### src/rtl/txs_pkg.sv
package txs_pkg;
  typedef struct packed {
    logic intReq;
    logic jabber;
    logic underrun;
    logic maxColl;
  } txsEntry_t;

  typedef struct packed {
    logic wrEn;
    logic rdEn;
    logic flush;
  } txsStrobe_t;
endpackage

### src/rtl/txs_ctrl.sv
module txs_ctrl import txs_pkg::*; #(
  parameter int DEPTH = 4
) (
  input  logic       clk,
  input  logic       rstN,
  input  logic       pushValid,
  input  logic       pushFatal,
  input  logic       popWr,
  input  logic       txResetCmd,
  output txsStrobe_t strobe,
  output logic       empty,
  output logic       ovfFlag,
  output logic       blocked
);
  localparam int COUNT_W = $clog2(DEPTH + 1);

  logic [COUNT_W-1:0] count;
  logic full;

  assign empty = (count == '0);
  assign full  = (count == COUNT_W'(DEPTH));

  always_comb begin
    strobe.flush = txResetCmd;
    strobe.rdEn  = popWr && !empty && !txResetCmd;
    strobe.wrEn  = pushValid && !txResetCmd && (!full || strobe.rdEn);
  end

  always_ff @(posedge clk) begin
    if (!rstN || strobe.flush) begin
      count   <= '0;
      ovfFlag <= 1'b0;
      blocked <= 1'b0;
    end else begin
      count <= count + COUNT_W'(strobe.wrEn) - COUNT_W'(strobe.rdEn);
      if (strobe.rdEn)
        ovfFlag <= 1'b0;
      else if (pushValid && !strobe.wrEn)
        ovfFlag <= 1'b1;
      if (pushValid && pushFatal)
        blocked <= 1'b1;
    end
  end
endmodule

### src/rtl/txs_data.sv
module txs_data import txs_pkg::*; #(
  parameter int DEPTH = 4
) (
  input  logic       clk,
  input  logic       rstN,
  input  txsStrobe_t strobe,
  input  txsEntry_t  pushEntry,
  input  logic       empty,
  input  logic       ovfFlag,
  output logic [7:0] statusByte
);
  localparam int PTR_W = (DEPTH > 1) ? $clog2(DEPTH) : 1;
  localparam logic [PTR_W-1:0] LAST = PTR_W'(DEPTH - 1);

  txsEntry_t slots [DEPTH];
  logic [PTR_W-1:0] wrPtr, rdPtr;
  txsEntry_t head;

  function automatic logic [PTR_W-1:0] nextPtr(input logic [PTR_W-1:0] p);
    return (p == LAST) ? '0 : p + 1'b1;
  endfunction

  always_ff @(posedge clk) begin
    if (!rstN || strobe.flush) begin
      wrPtr <= '0;
      rdPtr <= '0;
    end else begin
      if (strobe.wrEn) wrPtr <= nextPtr(wrPtr);
      if (strobe.rdEn) rdPtr <= nextPtr(rdPtr);
    end
  end

  for (genvar g = 0; g < DEPTH; g++) begin : gSlot
    always_ff @(posedge clk) begin
      if (!rstN)
        slots[g] <= '0;
      else if (strobe.wrEn && wrPtr == PTR_W'(g))
        slots[g] <= pushEntry;
    end
  end

  assign head = slots[rdPtr];

  always_comb begin
    if (empty)
      statusByte = 8'h00;
    else
      statusByte = {1'b1, head.intReq, head.jabber, head.underrun,
                    head.maxColl, ovfFlag, 2'b00};
  end
endmodule

### src/rtl/tx_status_stack.sv
module tx_status_stack import txs_pkg::*; #(
  parameter int DEPTH = 4
) (
  input  logic       clk,
  input  logic       rstN,
  input  logic       txDone,
  input  logic       txIntReq,
  input  logic       txJabber,
  input  logic       txUnderrun,
  input  logic       txMaxColl,
  input  logic       statusWr,
  input  logic       txResetCmd,
  output logic [7:0] statusByte,
  output logic       txDoneFlag,
  output logic       txBlocked
);
  txsStrobe_t strobe;
  txsEntry_t  pushEntry;
  logic       empty;
  logic       ovfFlag;

  assign pushEntry = '{intReq: txIntReq, jabber: txJabber,
                       underrun: txUnderrun, maxColl: txMaxColl};

  txs_ctrl #(.DEPTH(DEPTH)) uCtrl (
    .clk(clk), .rstN(rstN), .pushValid(txDone),
    .pushFatal(txJabber | txUnderrun), .popWr(statusWr),
    .txResetCmd(txResetCmd), .strobe(strobe), .empty(empty),
    .ovfFlag(ovfFlag), .blocked(txBlocked)
  );

  txs_data #(.DEPTH(DEPTH)) uData (
    .clk(clk), .rstN(rstN), .strobe(strobe), .pushEntry(pushEntry),
    .empty(empty), .ovfFlag(ovfFlag), .statusByte(statusByte)
  );

  assign txDoneFlag = !empty;
endmodule

### config.mk
export PLATFORM = sky130hd
export DESIGN_NAME = tx_status_stack
export DESIGN_NICKNAME = d
export VERILOG_FILES = /design/src/rtl/txs_pkg.sv /design/src/rtl/txs_ctrl.sv /design/src/rtl/txs_data.sv /design/src/rtl/tx_status_stack.sv
export SDC_FILE = /design/constraint.sdc
export NUM_CORES = 1
export LEC_CHECK = 0
export BUFFER_PORTS_ARGS = -buffer_cell sky130_fd_sc_hd__buf_2
export CAP_MARGIN = 20
export CORE_MARGIN = 3
export CORE_UTILIZATION = 45
export DETAILED_ROUTE_END_ITERATION = 6
export SLEW_MARGIN = 10
export SYNTH_ARGS = -nofsm -noshare
export SYNTH_HDL_FRONTEND = slang
export SYNTH_SLANG_ARGS = --single-unit
### constraint.sdc
create_clock -name clk -period 3.4 [get_ports clk]
set_clock_uncertainty 0.1 [all_clocks]
set_input_delay 0.17 -clock clk [delete_from_list [all_inputs] [get_ports clk]]
set_output_delay 0.17 -clock clk [all_outputs]
set_load 0.005 [all_outputs]
==> reports/qor.csv <==
metric,value,unit
hold depth,3,
post-layout minimum cycle time,2560,ps
total CTS buffers,3,
Total Neg Setup Slack,0,ps
H-Tree Depth,1,
critical path launch point type,flip-flop,
I/O pin count,19,
"Hold-fix buffers, CTS",0,
vias in the first global route,842,
Synth area leader,edfxtp_1,
top cell type's share of synthesized area,0.348,
ANT nets after route,0,
reg2reg end,uCtrl.count[2],
1st-pass router iterations,5,
WP data arrival,2680,ps
crit-path max FO,20,
CP Capture Type,flip-flop,
first-pass GRT wire length,3.97,mm
register area share after synthesis,0.507,
final-report hold violation count,0,
Worst VDD drop,0.137,mV
placed insts,157,
Hold Path Class,in2reg,
Netlist Area Pre-Place,0.00138,sq mm
CTS tree,built,
Synth cell types,30,
routed length per instance,14.8,microns
fillers,238,
Slew Limit Fails,0,
fin nets,148,
initial antenna violation count,0,
layout cell share with drive strength beyond 1,0.215,
DRT iter0 DRCs,22,
synth top area cells,"edfxtp_1 35%, dfxtp_1 16%, and3_1 7.2%, mux4_2 6.5%, ha_1 6.3%",
prevailing post-synth register cell,edfxtp_1,
I/O Buffers,16,
Pwr per Cell Area,372,mW/mm^2
# diodes,0,
setup bufs post-CTS,0,
Clock transition at path regs,140,ps
core area,0.00283,sq mm
chip height,61.4,microns
Clock Sinks,27,
"Setup violations, final",0,
vias after detailed routing,861,
GR Overflow Total,0,
Syn. warnings,0,
gr usage total,0.148,
Post-synth EDFFs,16,
die footprint,0.00377,sq mm
Post-Layout Cell Count,161,
synthesis-stage register bit count,27,
asr flop ratio synth,0,
"reg-to-reg slack, setup",840,ps
Fmax achieved,390,MHz
post-DP HPWL,1.87,mm
Final period util,0.754,
area grow syn2layout,6.97,%
Leak Pwr,0.654,nW
Synth Instances,116,
row count,19,
Slew @ Worst Pin,545,ps
routability cong.,0.844,
clock tree buffer depth,2,
worst r2r src,uCtrl.count[1],
Worst slew margin,0.634,
pin count of the biggest net entering global routing,21,
unrepaired setup endpoints after global routing,false,
drt total wl,2.39,mm
critical path data required time,3510,ps
syn_area_per_cell,11.9,sq um
Residual DRC,0,
Worst Reg-to-Reg Cells,10,
CTS root buf,clkbuf_4,
starting density of the core,0.488,
Hold Path End,uCtrl.blocked,
kind of critical path,reg2reg,
Max Cap Viol,0,
hold path startpoint,txDone,
status,finished clean,
Clock Latency Late Sink,310,ps
final core utilization,0.522,
PostCTS Resize Cnt,0,
post-DR vias/cell,5.35,
Die Wd,61.4,microns
[worst max-delay path, cell delays in order, from the launching register on]
cell and delay, ps:
dfxtp_1 370, or4b_4 580, and2_4 250, inv_1 70, ha_1 120, inv_1 40, ha_1 180, fa_1 390
xnor2_1 180, xnor2_1 130, nor2_1 50
[placed cells by master, fill, tap and decap left out, types with 4 or more instances in the layout]
cell,n
and3_1,16
buf_2,16
edfxtp_1,16
dfxtp_1,11
and2_1,10
inv_1,9
nand2_1,7
ha_1,7
mux4_2,4
nor2_1,4
nand3_1,4
[cell families after synthesis]
logic type,Yosys count,synth area share
simple gates,51,0.218
flops,27,0.507
buf+inv,16,0.0634
fa+ha+maj,8,0.0779
mux,6,0.0797
compound gates,5,0.0380
xor+xnor,2,0.0127
other cells,1,0.00271
[through the flow]
step | total power [W] | worst slack (ps) | area, sq um | hold WS, ps
finish | 0.000549 | 837 | 1480 | 79.9
global route | 0.000587 | 714 | 1480 | 44.9
CTS | 0.000559 | 831 | 1480 | 62.1
detailed placement | 0.000422 | 849 | 1450 | 334
global placement | 0.000421 | 933 | 1450 | 332
floorplan | 0.000407 | 834 | 1390 | 231
[cells in the mapped netlist (all sizes together), types with 4 or more instances]
library cell	number
and3	16
edfxtp	16
and2	11
dfxtp	11
inv	9
ha	7
nand2	7
buf	6
mux4	4
nand3	4
nor2	4
[state kept, by name (all words and copies together), names as in the netlist, named ones only]
name and flops:
uData.rdPtr 2, uCtrl.count 3, uData.slots 16, uData.wrPtr 2, uCtrl.blocked 1, uCtrl.ovfFlag 1
[worst max-delay path by stage]
stage                               from        endpoint  slack [ps]
after floorplan           uCtrl.count[0]  uCtrl.count[2]         830
after global placement    uCtrl.count[0]  uCtrl.count[2]         930
after detailed placement  uCtrl.count[1]  uCtrl.count[2]         850
after CTS                 uCtrl.count[1]  uCtrl.count[2]         830
after global routing      uCtrl.count[1]  uCtrl.count[2]         710
final                     uCtrl.count[1]  uCtrl.count[2]         840
[metal layers]
layer  vias to the layer above  GRT usage  wire length (microns)
met5                         -          0                      0
met4                         0     0.0636                     19
met3                         2     0.0252                    105
met2                        26      0.258                   1230
met1                       402      0.181                   1040
li1                        431          -                      -
[report_power, final]
| part | switching, W | internal [W] | total, W |
|---|---|---|---|
| registers | 0.00000453 | 0.000357 | 0.000362 |
| clock network | 0.0000907 | 0.0000440 | 0.000135 |
| logic | 0.0000310 | 0.0000219 | 0.0000529 |
| total | 0.000126 | 0.000423 | 0.000549 |
[layout make-up]
| class | instances | area [sq um] | share of cell area |
|---|---|---|---|
| multi-input combinational | 74 | 597 | 0.404 |
| inverter | 9 | 33.8 | 0.0229 |
| clock inverter | 1 | 5.00 | 0.00339 |
| tap | 31 | 38.8 | 0.0262 |
| clock buffer | 3 | 22.5 | 0.0152 |
| timing repair buffer | 16 | 80.1 | 0.0542 |
| sequential | 27 | 701 | 0.474 |
Note: power is estimated with default switching activity, not from simulation.
